**src/rtl/dacreg_pkg.sv**
```systemverilog
package dacreg_pkg;
  localparam int CH_COUNT = 4;

  typedef struct packed {
    logic [CH_COUNT-1:0] wrLo;
    logic [CH_COUNT-1:0] wrHi;
    logic                wrCtrl;
    logic                rdCtrl;
    logic                load;
  } strobe_t;
endpackage

```
**src/rtl/dac_ctrl.sv**
```systemverilog
module dac_ctrl
  import dacreg_pkg::*;
#(
  parameter int NUM_CH = CH_COUNT,
  parameter int ADDR_W = 4
) (
  input  logic              clk,
  input  logic              rst_n,
  input  logic              wrEn,
  input  logic [ADDR_W-1:0] wrAddr,
  input  logic              rdEn,
  input  logic [ADDR_W-1:0] rdAddr,
  output strobe_t           str
);
  localparam int LOAD_OFF = 2 * NUM_CH;
  localparam int CTRL_OFF = LOAD_OFF + 1;

  always_comb begin
    str = '0;
    for (int n = 0; n < NUM_CH; n++) begin
      str.wrLo[n] = wrEn && (wrAddr == ADDR_W'(2 * n));
      str.wrHi[n] = wrEn && (wrAddr == ADDR_W'(2 * n + 1));
    end
    str.wrCtrl = wrEn && (wrAddr == ADDR_W'(CTRL_OFF));
    str.rdCtrl = rdEn && (rdAddr == ADDR_W'(CTRL_OFF));
    str.load   = rdEn && (rdAddr == ADDR_W'(LOAD_OFF));
  end

  // one write address selects at most one register
  assert_one_write_target_R8: assert property (@(posedge clk) disable iff (!rst_n)
    $onehot0({str.wrLo, str.wrHi, str.wrCtrl}));
  // writes to offset 8 and above 9 raise no write strobe
  assert_no_stray_write_R8: assert property (@(posedge clk) disable iff (!rst_n)
    (wrEn && wrAddr >= ADDR_W'(LOAD_OFF) && wrAddr != ADDR_W'(CTRL_OFF))
      |-> (str.wrLo == '0 && str.wrHi == '0 && !str.wrCtrl));
endmodule

```
**src/rtl/dac_datapath.sv**
```systemverilog
module dac_datapath
  import dacreg_pkg::*;
#(
  parameter int NUM_CH = CH_COUNT,
  parameter int CODE_W = 12,
  parameter int BYTE_W = 8
) (
  input  logic                     clk,
  input  logic                     rst_n,
  input  strobe_t                  str,
  input  logic [BYTE_W-1:0]        wrData,
  output logic [BYTE_W-1:0]        rdData,
  output logic [NUM_CH*CODE_W-1:0] dacCode,
  output logic                     dacEnable
);
  localparam int LO_W = BYTE_W;
  localparam int HI_W = CODE_W - BYTE_W;

  logic [CODE_W-1:0] stageReg [NUM_CH];
  logic [CODE_W-1:0] outReg   [NUM_CH];
  logic              enReg;

  always_ff @(posedge clk) begin
    if (!rst_n)          enReg <= 1'b0;
    else if (str.wrCtrl) enReg <= wrData[0];
  end

  for (genvar n = 0; n < NUM_CH; n++) begin : g_ch
    always_ff @(posedge clk) begin
      if (!rst_n) begin
        stageReg[n] <= '0;
      end else begin
        if (str.wrLo[n]) stageReg[n][LO_W-1:0]      <= wrData;
        if (str.wrHi[n]) stageReg[n][CODE_W-1:LO_W] <= wrData[HI_W-1:0];
      end
    end

    always_ff @(posedge clk) begin
      if (!rst_n)        outReg[n] <= '0;
      else if (str.load) outReg[n] <= stageReg[n];
    end

    assign dacCode[n*CODE_W +: CODE_W] = enReg ? outReg[n] : '0;

    // high-part write lands in the upper bits only
    assert_hi_nibble_R2: assert property (@(posedge clk) disable iff (!rst_n)
      str.wrHi[n] |=> stageReg[n][CODE_W-1:LO_W] == $past(wrData[HI_W-1:0]));
    // without a load the output register holds
    assert_out_hold_R3: assert property (@(posedge clk) disable iff (!rst_n)
      !str.load |=> $stable(outReg[n]));
    // a load takes the staged value from before the edge
    assert_load_old_stage_R9: assert property (@(posedge clk) disable iff (!rst_n)
      str.load |=> outReg[n] == $past(stageReg[n]));
    // with no write strobe the staging register holds
    assert_stage_hold_R8: assert property (@(posedge clk) disable iff (!rst_n)
      (!str.wrLo[n] && !str.wrHi[n]) |=> $stable(stageReg[n]));
  end

  assign dacEnable = enReg;
  assign rdData    = str.rdCtrl ? {{(BYTE_W-1){1'b0}}, enReg} : '0;

  // the enable bit follows bit 0 of a control write
  assert_enable_write_R6: assert property (@(posedge clk) disable iff (!rst_n)
    str.wrCtrl |=> dacEnable == $past(wrData[0]));
  // the enable bit changes only through a control write
  assert_enable_hold_R7: assert property (@(posedge clk) disable iff (!rst_n)
    !str.wrCtrl |=> $stable(dacEnable));
endmodule

```
**src/rtl/dac_stage_regs.sv**
```systemverilog
module dac_stage_regs
  import dacreg_pkg::*;
#(
  parameter int NUM_CH = CH_COUNT,
  parameter int CODE_W = 12,
  parameter int BYTE_W = 8,
  parameter int ADDR_W = 4
) (
  input  logic                     clk,
  input  logic                     rst_n,
  input  logic                     wrEn,
  input  logic [ADDR_W-1:0]        wrAddr,
  input  logic [BYTE_W-1:0]        wrData,
  input  logic                     rdEn,
  input  logic [ADDR_W-1:0]        rdAddr,
  output logic [BYTE_W-1:0]        rdData,
  output logic [NUM_CH*CODE_W-1:0] dacCode,
  output logic                     dacEnable
);
  strobe_t str;

  dac_ctrl #(.NUM_CH(NUM_CH), .ADDR_W(ADDR_W)) u_ctrl (
    .clk(clk), .rst_n(rst_n), .wrEn(wrEn), .wrAddr(wrAddr),
    .rdEn(rdEn), .rdAddr(rdAddr), .str(str)
  );

  dac_datapath #(.NUM_CH(NUM_CH), .CODE_W(CODE_W), .BYTE_W(BYTE_W)) u_dp (
    .clk(clk), .rst_n(rst_n), .str(str), .wrData(wrData),
    .rdData(rdData), .dacCode(dacCode), .dacEnable(dacEnable)
  );
endmodule

```
**config.mk**
```make
export PLATFORM = sky130hd
export DESIGN_NAME = dac_stage_regs
export DESIGN_NICKNAME = d
export VERILOG_FILES = /design/src/rtl/dacreg_pkg.sv /design/src/rtl/dac_ctrl.sv /design/src/rtl/dac_datapath.sv /design/src/rtl/dac_stage_regs.sv
export SDC_FILE = /design/constraint.sdc
export NUM_CORES = 1
export LEC_CHECK = 0
export ABC_AREA = 1
export CORE_MARGIN = 5
export CORE_UTILIZATION = 40
export CTS_BUF_LIST = sky130_fd_sc_hd__clkbuf_4 sky130_fd_sc_hd__clkbuf_8 sky130_fd_sc_hd__clkbuf_16
export CTS_CLUSTER_SIZE = 40
export DETAILED_ROUTE_END_ITERATION = 10
export GPL_TIMING_DRIVEN = 0
export PLACE_DENSITY = 0.73
export SLEW_MARGIN = 20
export SYNTH_ARGS = -nofsm -noshare
export SYNTH_HDL_FRONTEND = slang
export SYNTH_SLANG_ARGS = --single-unit
```
**constraint.sdc**
```tcl
create_clock -name clk -period 2.3 [get_ports clk]
set_input_delay 0.23 -clock clk [delete_from_list [all_inputs] [get_ports clk]]
set_output_delay 0.23 -clock clk [all_outputs]
set_load 0.03 [all_outputs]
```
**After elaboration in Yosys (flattened, before gate mapping)**

Memory sizes are Yosys's and may differ from the RTL's.
Index checks and enable logic that the tools add are counted.

- Memory bits (writable): 96
- Register bits after elaboration: 1
- Output and inout port bits: 57
- Input port bits: 20
- Memories: 2

- Reduce and logical (&&, ||, !) cells: 12
- Muxes and demuxes: 45
- Bitwise gates (word level): 12
- Equality and inequality tests: 10

Memory list:

| name | words | width | rd ports | clocked after memory_dff | wr ports | line | RTL |
|---|---|---|---|---|---|---|---|
| u_dp.outReg | 4 | 12 | 4 | 0 | 4 | dac_datapath.sv:20 | `logic [CODE_W-1:0] outReg [NUM_CH];` |
| u_dp.stageReg | 4 | 12 | 4 | 0 | 4 | dac_datapath.sv:19 | `logic [CODE_W-1:0] stageReg [NUM_CH];` |

Operator list:

| operator | number |
|---|---|
| 12-bit two-way mux | 8 |
| 8-bit two-way mux | 4 |
| 1-bit two-way mux | 29 |
| 4-bit by 3-bit == test with 1-bit output (second input constant) | 4 |
| 4-bit two-way mux | 4 |
| 4-bit == test (second input constant) | 3 |
| 1-bit OR | 12 |
| 1-bit logical AND | 11 |
| 4-bit by 2-bit == test with 1-bit output (second input constant) | 2 |
| 4-bit by 1-bit == test with 1-bit output (second input constant) | 1 |
| 4-bit zero test | 1 |

**Logic depth before layout (Yosys ltp)**

Gate-level depths: netlist of the first run.

- Depth in word-level cells: 6
- Mapped depth: 7

**Cells and area by module**

Synthesis of the first run repeated with hierarchy kept, for this count alone.

- Cells, all modules: 427
- Area total of the unflattened synthesis: 4376.7 um^2

By module, submodules not included:

| module | area an instance (um^2) | sequential area each (um^2) | instances | cells an instance |
|---|---|---|---|---|
| dac_datapath | 4269.1 | 2902.8 | 1 | 399 |
| dac_ctrl | 107.6 | 0.0 | 1 | 28 |

**Least setup slack after synthesis of the first run**

OpenSTA, ideal clock, no wires.

- Path kind: in2reg
- From: in rst_n
- To: mem u_dp.outReg[0][0] (enable)
- Library setup time: 0.584 ns
- Path slack: 0.243 ns
- Cell stages on the path: 3
- Arrival: 1.473 ns
- Cell sequence: buf_4 -> clkbuf_1 -> nand2_1

RTL lines:

| item | line | RTL |
|---|---|---|
| from (decl) | dac_stage_regs.sv:10 | `input logic rst_n,` |
| to (decl) | dac_datapath.sv:20 |  |

**Worst setup path in the final report of the first run**

- From: reg u_dp.enReg (netlist: u_dp.dacEnable)
- To: out dacCode[18]

- Cells in the longest elaborated chain, start to end: 1

RTL lines:

| item | line | RTL |
|---|---|---|
| from (decl) | dac_datapath.sv:21 | `logic enReg;` |
| from (signal assigned) | dac_datapath.sv:25 | `else if (str.wrCtrl) enReg <= wrData[0];` |
| 12-bit two-way mux | dac_datapath.sv:43 | `assign dacCode[n*CODE_W +: CODE_W] = enReg ? outReg[n] : '0;` |
| to (decl) | dac_stage_regs.sv:17 | `output logic [NUM_CH*CODE_W-1:0] dacCode,` |

Every way passes these cells.

==> results.json, run 1 <==
{
  "layout_setup_ws_ns": 0.127,
  "hold_slack_ns": 0.374,
  "min_period_ns": 2.17,
  "die_x_um": 114,
  "syn_inst": 414,
  "syn-cell-area_um2": 4320,
  "synth_warnings": 0,
  "fill_cells": 968,
  "grt.overflow.total": 0,
  "port_buffers": 68,
  "cp_max_fo": 10,
  "clk_pin_slew_worst_paths_ns": 0.09,
  "vias": 2809,
  "yosysUniqueCellTypes": 23,
  "stdcell_area_um2": 5510,
  "drt-total-wl_mm": 8.40,
  "rows": 38,
  "cts.path.max_buffers": 2,
  "wl_met3_um": 802,
  "drv_cap": 0,
  "ant_nets": 0,
  "initial_core_util": 0.404,
  "ys_seq_area_frac": 0.672,
  "cp_slowest_stage_delay_ns": 0.66,
  "numCtsBuffers": 9,
  "via_per_inst": 4.36,
  "cp-start-kind": "flip-flop",
  "drc": 0,
  "worstPathCellList": "clkbuf_1, clkbuf_4, nand2_1, inv_1, clkdlybuf4s50_1",
  "final_cell_mix": "110 x inv_1, 96 x edfxtp_1, 81 x nor2_1",
  "htree_levels": 3,
  "first_pass_iters": 6,
  "grt_pass1_vias": 2753,
  "postCtsSetupBuffers": 0,
  "rsz0062_at_grt": "yes",
  "fmax_mhz": 460,
  "antenna_found_initial": 0,
  "core_um2": 10700,
  "synth_seq_cells": 97,
  "power_density_nw_per_um2": 651,
  "relSlewSlack": 0.523,
  "syn_area_per_cell_um2": 10.4,
  "peakVddDrop_mv": 0.326,
  "gp_congestion": 0.889,
  "met2_length_mm": 4.05,
  "drive_gt1_frac": 0.133,
  "syn_to_final_growth_pct": 27.6,
  "cts_num_sinks": 97,
  "grt_max_degree": 36,
  "die_area_um2": 13000,
  "diodes": 0,
  "skew_ns": 0.00321,
  "grt_pass1_wl_mm": 13.5,
  "place_area_um2": 5220,
  "wl_per_cell_um": 13.0,
  "drt_iter0_drc": 195,
  "top_layer": "met4",
  "wl_met1_mm": 3.44,
  "cellLeakagePower_nw": 2.83,
  "final_nets": 520,
  "final_common_cell": "inv_1",
  "place_hpwl_mm": 6.12,
  "crit_type": "reg -> out",
  "endpoint_kind": "output port",
  "cp.required_ns": 2.07,
  "setup_viol": 0,
  "cpMaxStageDelayCell": "clkdlybuf4s50_1",
  "io_pins": 77,
  "tightest_slew_ns": 0.711,
  "clk_latency_ns": 0.36,
  "cts_tree": "done",
  "hp-class": "in -> reg",
  "cts-root-buf": "clkbuf_8",
  "slew_viol_final": 0,
  "preCtsSetupSlack_ns": -0.0224,
  "grtUsageTotal": 0.138,
  "final-hold-violation-count": 0,
  "die_h_um": 114,
  "fin_crit_sh": 0.945,
  "crit_arrival_ns": 1.94,
  "outcome": "complete, no violations"
}
## final cells by class
class,count,area (µm²),area share
flip-flops and latches,97,2900,0.527
clock inverters,6,116,0.0211
clock buffers,10,131,0.0238
well taps,140,175,0.0318
inverters,112,420,0.0763
multi-input cells,191,886,0.161
plain buffers,20,148,0.0268
repair buffers,69,732,0.133
## final timing paths
| check | from | endpoint | slack (ns) | cells past startpoint |
|---|---|---|---|---|
| worst min-delay path | rst_n | u_dp.stageReg[0][22]$_SDFFCE_PN0P_ | 0.37 | 3 |
| worst min register to register | u_dp.stageReg[1][15]$_SDFFCE_PN0P_ | u_dp.outReg[3][3]$_SDFFCE_PN0P_ | 0.55 | 2 |
| worst max-delay path | u_dp.dacEnable$_SDFFE_PN0P_ | dacCode[18] | 0.13 | 5 |
| worst max register to register | u_dp.dacEnable$_SDFFE_PN0P_ | u_dp.dacEnable$_SDFFE_PN0P_ | 1.17 | 4 |
## metal layers
layer  vias to the layer above  global-route usage
li1                       1397                   -
met1                      1295               0.177
met2                       109               0.225
met3                         8              0.0387
met4                         0              0.0475
met5                         -                   0
## cell families after synthesis
family,Yosys count,synth area share
buffers and inverters,132,0.129
other,1,0.000868
AO/OA/AOI/OAI,6,0.00695
flip-flops,97,0.672
AND/OR/NAND/NOR,178,0.191
## where the power goes
part	switching (W)	internal, W
Clock	0.000585	0.000740
Combinational	0.000154	0.0000732
Sequential	0.0000208	0.00202
Total	0.000759	0.00283
## cells in the mapped netlist, drive strengths merged
master,instances,share of area
conb,1,0.00087
o21ai,6,0.0070
nand3,9,0.013
nor2,104,0.12
edfxtp,96,0.67
nand2,61,0.055
buf,14,0.026
clkinv,1,0.00087
nand4,2,0.0043
clkbuf,6,0.0052
nor3,1,0.0012
inv,111,0.096
dfxtp,1,0.0046
or2,1,0.0020
## state kept, by name, summed over array words and instances, names as in the netlist
signal          cells
u_dp.stageReg      48
u_dp.dacEnable      1
u_dp.outReg        48
## repair_timing
action,CTS,global route
gates cloned,0,0
resized for setup,7,15
endpoints found under the setup margin,36,20
hold buffers,0,0
## worst max-delay path: cells and delay by family, from the launching register on
kind,cells,cell delay (ns)
buffers and inverters,4,1.16
DFF,1,0.34
and+or+nand+nor,1,0.08
## metrics by stage
| stage | power (W) | util | TNS, ns | instances |
|---|---|---|---|---|
| after floorplan | 0.00221 | - | 0 | 420 |
| final | 0.00359 | 0.515 | 0 | 645 |
| after global routing | 0.00372 | 0.515 | -0.00862 | 645 |
| after global placement | 0.00229 | 0.486 | -21.33 | 628 |
| after CTS | 0.00361 | 0.512 | 0 | 645 |
| after detailed placement | 0.00231 | 0.488 | -0.178 | 629 |
(Power assumes the default switching activity.)
==> inputs of run 2 (changes only) <==
--- a/config.mk
+++ b/config.mk
@@ -5,14 +5,13 @@
 export SDC_FILE = /design/constraint.sdc
 export NUM_CORES = 1
 export LEC_CHECK = 0
-export ABC_AREA = 1
 export CORE_MARGIN = 5
 export CORE_UTILIZATION = 40
 export CTS_BUF_LIST = sky130_fd_sc_hd__clkbuf_4 sky130_fd_sc_hd__clkbuf_8 sky130_fd_sc_hd__clkbuf_16
 export CTS_CLUSTER_SIZE = 40
 export DETAILED_ROUTE_END_ITERATION = 10
 export GPL_TIMING_DRIVEN = 0
-export PLACE_DENSITY = 0.73
+export PLACE_DENSITY = 0.74
 export SLEW_MARGIN = 20
 export SYNTH_ARGS = -nofsm -noshare
 export SYNTH_HDL_FRONTEND = slang
==> run 2 against run 1 <==
Compared with the run above: area after synthesis is 4.4% lower; non-clock buffer count up 2; final area shrank 4.2%; sequential power hardly changed; highest routed layer unchanged; critical path depth down 2; total power decreased by 9.0%; critical path type unchanged; clock power down 20%; sequential cell count unchanged.
==> results.json, run 2 <==
{
  "cts_tree": "done",
  "cts.path.max_buffers": 2,
  "fill_cells": 877,
  "skew_ns": 0.00810,
  "antenna_found_initial": 0,
  "ant_nets": 0,
  "p_total_w": 0.00327,
  "syn_to_final_growth_pct": 27.9,
  "hp-class": "reg -> reg",
  "grt_pass1_vias": 2459,
  "r2r_end": "u_dp.dacEnable$_SDFFE_PN0P_",
  "clk_latency_ns": 0.35,
  "final_nets": 404,
  "whs_endpoint": "u_dp.outReg[0][0]$_SDFFCE_PN0P_",
  "syn-cell-area_um2": 4130,
  "relSlewSlack": 0.290,
  "yosysUniqueCellTypes": 23,
  "crit_type": "reg -> out",
  "drc": 0,
  "final_core_util": 0.518,
  "rrSetupSlack_ns": 1.27,
  "min_path_cells": 1,
  "die_h_um": 112,
  "first_pass_iters": 4,
  "r2r_start": "u_dp.dacEnable$_SDFFE_PN0P_",
  "syn_inst": 294,
  "rsz0062_at_grt": "no",
  "endpoint_kind": "output port",
  "cts_num_sinks": 97,
  "rr_worst_depth": 3,
  "syn_area_per_cell_um2": 14.0,
  "synth_area_leaders": "edfxtp_1 70%, and2_1 22%, buf_4 1.5%",
  "crit_arrival_ns": 1.95,
  "ys.flop_type": "edfxtp_1",
  "core_um2": 10200,
  "grtUsageTotal": 0.132,
  "preCtsSetupSlack_ns": -0.241,
  "drive_gt1_frac": 0.108,
  "power_density_nw_per_um2": 619,
  "grt.overflow.total": 0,
  "outcome": "complete, no violations",
  "hold_buffers": 0,
  "clk_pin_slew_worst_paths_ns": 0.08,
  "final_cell_mix": "144 x and2_1, 96 x edfxtp_1, 64 x clkdlybuf4s50_1",
  "fin_crit_sh": 0.949,
  "place_inst": 509,
  "ys_seq_area_frac": 0.703,
  "diodes": 0,
  "cp-start-kind": "flip-flop",
  "synth_edf_count": 96,
  "drt_iter0_drc": 132,
  "yosys.area.top_type_share": 0.698,
  "final_cells": 524,
  "cp.required_ns": 2.07,
  "slew_viol_final": 0,
  "postCtsSetupBuffers": 0,
  "final_common_cell": "and2_1",
  "final-hold-violation-count": 0,
  "synth_seq_cells": 97,
  "layout_setup_ws_ns": 0.118,
  "port_buffers": 69,
  "die_area_um2": 12500,
  "tightest_slew_ns": 1.05,
  "initial_core_util": 0.405,
  "wl_per_cell_um": 15.1,
  "drt-total-wl_mm": 7.89,
  "synth_warnings": 0,
  "synthArstFlopShare": 0,
  "setup_viol": 0,
  "io_pins": 77,
  "register_area_um2": 2900,
  "synth_top_cells_by_count": "144 x and2_1, 96 x edfxtp_1, 8 x buf_4, 7 x nor2_1",
  "vias": 2394,
  "hold_start": "u_dp.stageReg[0][0]$_SDFFCE_PN0P_",
  "cellLeakagePower_nw": 2.02,
  "die_x_um": 112,
  "grt_max_degree": 16,
  "finalSetupTns_ns": 0,
  "numCtsBuffers": 9,
  "grt_pass1_wl_mm": 12.5,
  "peakVddDrop_mv": 0.273,
  "yosysMostFrequentCell": "and2_1",
  "rows": 37,
  "htree_levels": 3,
  "cts-root-buf": "clkbuf_8",
  "fmax_mhz": 458,
  "synth_top_area_cell": "edfxtp_1",
  "cp_max_fo": 10,
  "via_per_inst": 4.57,
  "drv_cap": 0,
  "min_period_ns": 2.18,
  "place_hpwl_mm": 5.82,
  "gp_congestion": 0.813,
  "multi_input_area_um2": 1160
}
[run 2: cell types whose count changed in the layout (fill, tap and decap cells not counted), moves of 3 or more]
cell	change
nor2_4	-11
inv_1	-110
nand2_1	-51
nor2_2	-12
dlymetal6s2s_1	-9
and2_1	+144
nor2_1	-74
clkinvlp_4	+3
clkinv_4	-3
clkdlybuf4s50_1	+10
nand3_1	-7
nand2_2	-4
clkbuf_2	+5
[run 2: routing by layer]
layer | vias up | track usage | wire [µm]
li1 | 1165 | - | -
met1 | 1132 | 0.155 | 3180
met2 | 83 | 0.225 | 4020
met3 | 14 | 0.0413 | 553
met4 | 0 | 0.0519 | 141
met5 | - | 0 | 0
[run 2: how the worst max path moves through the flow]
stage | from | to | slack (ns) | cells after the start
after floorplan | rdAddr[1] | u_dp.outReg[0][0]$_SDFFCE_PN0P_ | -0.09 | 1
after global placement | rdAddr[1] | u_dp.outReg[2][3]$_SDFFCE_PN0P_ | -1.17 | 2
after detailed placement | wrEn | u_dp.stageReg[0][7]$_SDFFCE_PN0P_ | -0.24 | 3
after CTS | u_dp.dacEnable$_SDFFE_PN0P_ | dacCode[21] | 0.03 | 3
after global routing | u_dp.dacEnable$_SDFFE_PN0P_ | dacCode[29] | 0.009 | 3
final | u_dp.dacEnable$_SDFFE_PN0P_ | dacCode[29] | 0.12 | 3
[run 2: worst max-delay path, stage by stage, from the launching register on]
cell	delay (ns)
dfxtp_1	0.45
clkbuf_2	0.27
and2_1	0.20
clkdlybuf4s50_1	0.68
[run 2: report_power, final]
part           internal (W)  switching (W)
Sequential          0.00202      0.0000152
Combinational     0.0000664       0.000112
Clock              0.000507       0.000550
Total               0.00259       0.000677
[run 2: layout make-up]
| class | instances | area share |
|---|---|---|
| Buffer | 18 | 0.0230 |
| Clock buffer | 10 | 0.0249 |
| Clock inverter | 5 | 0.0109 |
| Multi-Input combinational cell | 185 | 0.220 |
| Sequential cell | 97 | 0.550 |
| Tap cell | 136 | 0.0322 |
| Timing Repair Buffer | 73 | 0.139 |
[run 2: stage by stage]
| stage | instance area [µm²] | hold slack, ns |
|---|---|---|
| finish | 5280 | 0.524 |
| global placement | 5030 | 0.502 |
| floorplan | 4170 | 0.372 |
| detailed placement | 5060 | 0.507 |
| global route | 5280 | 0.540 |
| CTS | 5260 | 0.526 |
[run 2: what timing repair did]
item                       in CTS  in global routing
setup endpoints to repair      35                 14
pin swaps                       0                  0
resized for setup               5                  6
[run 2: cell families after synthesis]
logic type | synth area share
AO/OA/AOI/OAI | 0.0130
buffers and inverters | 0.0279
multiplexers | 0.00243
AND/OR/NAND/NOR | 0.253
other | 0.000908
flip-flops | 0.703
==> inputs of run 3 (changes only) <==
--- a/config.mk
+++ b/config.mk
@@ -5,13 +5,14 @@
 export SDC_FILE = /design/constraint.sdc
 export NUM_CORES = 1
 export LEC_CHECK = 0
-export CORE_MARGIN = 5
 export CORE_UTILIZATION = 40
 export CTS_BUF_LIST = sky130_fd_sc_hd__clkbuf_4 sky130_fd_sc_hd__clkbuf_8 sky130_fd_sc_hd__clkbuf_16
 export CTS_CLUSTER_SIZE = 40
 export DETAILED_ROUTE_END_ITERATION = 10
+export GPL_ROUTABILITY_DRIVEN = 0
 export GPL_TIMING_DRIVEN = 0
 export PLACE_DENSITY = 0.74
+export RECOVER_POWER = 25
 export SLEW_MARGIN = 20
 export SYNTH_ARGS = -nofsm -noshare
 export SYNTH_HDL_FRONTEND = slang
==> run 3 against run 2 <==
Compared with the run above: setup slack improved by 0.024 ns; clock skew decreased by 0.0024 ns; routed wire length is 3.3% lower; critical path type unchanged; largest power group unchanged.
==> results.json, run 3 (same netlist as run 2, synthesis figures left out) <==
{
  "seq_power_share": 0.545,
  "cts.path.max_buffers": 2,
  "numCtsBuffers": 9,
  "place_area_um2": 5070,
  "wl_met3_um": 365,
  "drive_gt1_frac": 0.0954,
  "met2_length_mm": 3.86,
  "crit_type": "reg -> out",
  "cts-root-buf": "clkbuf_8",
  "worstPathCellList": "clkbuf_2, and2_1, clkdlybuf4s50_1",
  "hold_buffers": 0,
  "skew_ns": 0.00568,
  "ant_nets": 0,
  "min_period_ns": 2.16,
  "htree_levels": 3,
  "power_switching_w": 0.000708,
  "cp-start-kind": "flip-flop",
  "critPathTopFamily": "buffers and inverters",
  "place_inst": 505,
  "via_per_inst": 4.69,
  "die_area_um2": 10700,
  "rr_worst_depth": 3,
  "clock_power_share": 0.408,
  "grt_max_degree": 17,
  "initial_core_util": 0.417,
  "io_pins": 77,
  "grt.overflow.total": 0,
  "cellLeakagePower_nw": 1.93,
  "switching_share": 0.190,
  "drt_iter0_drc": 78,
  "final_cell_mix": "106 x and2_1, 96 x edfxtp_1, 65 x clkdlybuf4s50_1",
  "relSlewSlack": 0.412,
  "antenna_found_initial": 0,
  "combPwrFrac": 0.047,
  "endpoint_kind": "output port",
  "clk_pin_slew_worst_paths_ns": 0.09,
  "syn_to_final_growth_pct": 29.4,
  "final_core_util": 0.539,
  "final_nets": 403,
  "final_cells": 521,
  "cp_max_fo": 10,
  "fmax_mhz": 463,
  "drv_cap": 0,
  "rrSetupSlack_ns": 1.34,
  "r2r_start": "u_dp.dacEnable$_SDFFE_PN0P_",
  "grtUsageTotal": 0.151,
  "place_hpwl_mm": 5.54,
  "wl_met1_mm": 3.14,
  "rows": 36,
  "crit_arrival_ns": 1.93,
  "cts_tree": "done",
  "final_common_cell": "and2_1",
  "core_um2": 9910,
  "die_x_um": 104,
  "hp-class": "reg -> reg",
  "drt-total-wl_mm": 7.63,
  "cp-startpoint": "u_dp.dacEnable$_SDFFE_PN0P_",
  "diodes": 0,
  "r2r_end": "u_dp.dacEnable$_SDFFE_PN0P_",
  "outcome": "complete, no violations",
  "first_pass_iters": 4,
  "cp.required_ns": 2.07,
  "rsz0062_at_grt": "no",
  "cts_num_sinks": 97,
  "grt_pass1_wl_mm": 12.1,
  "vias": 2443,
  "setup_viol": 0,
  "crit_cells": 3,
  "slew_viol_final": 0,
  "top_layer": "met4",
  "intPower_w": 0.00302,
  "drc": 0,
  "clk_latency_ns": 0.35,
  "die_h_um": 104,
  "power_density_nw_per_um2": 699,
  "tightest_slew_ns": 0.876,
  "port_buffers": 69,
  "finalSetupTns_ns": 0,
  "peakVddDrop_mv": 0.374,
  "wl_per_cell_um": 14.7,
  "final-hold-violation-count": 0,
  "fin_crit_sh": 0.938,
  "cp_slowest_stage_delay_ns": 0.68,
  "postCtsSetupBuffers": 0,
  "path_buf_inv": 2,
  "hold_slack_ns": 0.527,
  "stdcell_area_um2": 5340,
  "endpoint": "dacCode[9]",
  "grt_pass1_vias": 2504,
  "cpMaxStageDelayCell": "clkdlybuf4s50_1"
}
## run 3: changes by cell type in the layout (fill, tap and decap cells not counted), sizes merged
| cell | delta |
|---|---|
| buf | -4 |
| bufinv | +4 |
| dlymetal6s2s | -4 |
| dlygate4sd3 | +3 |
| clkbuf | +2 |
| clkinvlp | -2 |
| clkdlybuf4s50 | +1 |
## run 3: timing repair
item	in CTS	in global routing
gates resized for setup	5	2
endpoints found under the setup margin	17	8
pin swaps	0	0
## run 3: layout make-up
class	count	area, µm²
fill	831	4570
multi-input combinational	185	1160
clock inverter	7	166
clock buffer	9	124
tap	133	166
sequential	97	2900
timing repair buffer	72	719
buffer	18	100
## run 3: worst min path at each step
stage | start | end | slack, ns | cells after the start
after CTS | u_dp.stageReg[1][8]$_SDFFCE_PN0P_ | u_dp.outReg[2][8]$_SDFFCE_PN0P_ | 0.53 | 1
final | u_dp.stageReg[1][21]$_SDFFCE_PN0P_ | u_dp.outReg[3][9]$_SDFFCE_PN0P_ | 0.53 | 1
after floorplan | wrData[0] | u_dp.dacEnable$_SDFFE_PN0P_ | 0.37 | 2
after detailed placement | u_dp.stageReg[0][22]$_SDFFCE_PN0P_ | u_dp.outReg[1][10]$_SDFFCE_PN0P_ | 0.50 | 1
after global placement | u_dp.stageReg[1][23]$_SDFFCE_PN0P_ | u_dp.outReg[3][11]$_SDFFCE_PN0P_ | 0.50 | 1
after global routing | u_dp.stageReg[1][21]$_SDFFCE_PN0P_ | u_dp.outReg[3][9]$_SDFFCE_PN0P_ | 0.54 | 1
## run 3: through the flow
| step | setup slack [ns] | power, W |
|---|---|---|
| after global routing | 0.0486 | 0.00383 |
| after floorplan | -0.0941 | 0.00216 |
| after global placement | -1.05 | 0.00224 |
| after detailed placement | -0.224 | 0.00225 |
| after CTS | 0.0797 | 0.00375 |
| final | 0.142 | 0.00373 |
## run 3: power by group through the flow
stage | sequential, W | clock [W] | combinational (W)
2_1_floorplan | 0.00207 | 0 | 0.0000876
3_3_place_gp | 0.00208 | 0 | 0.000164
3_5_place_dp | 0.00207 | 0 | 0.000178
4_1_cts | 0.00203 | 0.00153 | 0.000178
5_1_grt | 0.00204 | 0.00160 | 0.000189
6_report | 0.00203 | 0.00152 | 0.000176
## run 3: worst register-to-register path, stage by stage, from the launching register on
cell and delay (ns):
dfxtp_1 0.44, clkbuf_2 0.25, nand2_1 0.08, mux2i_1 0.13
## run 3: layer usage
layer  vias to the layer above  global-route usage
li1                       1171                   -
met1                      1166               0.175
met2                        82               0.262
met3                        24              0.0258
met4                         0              0.0911
met5                         -                   0
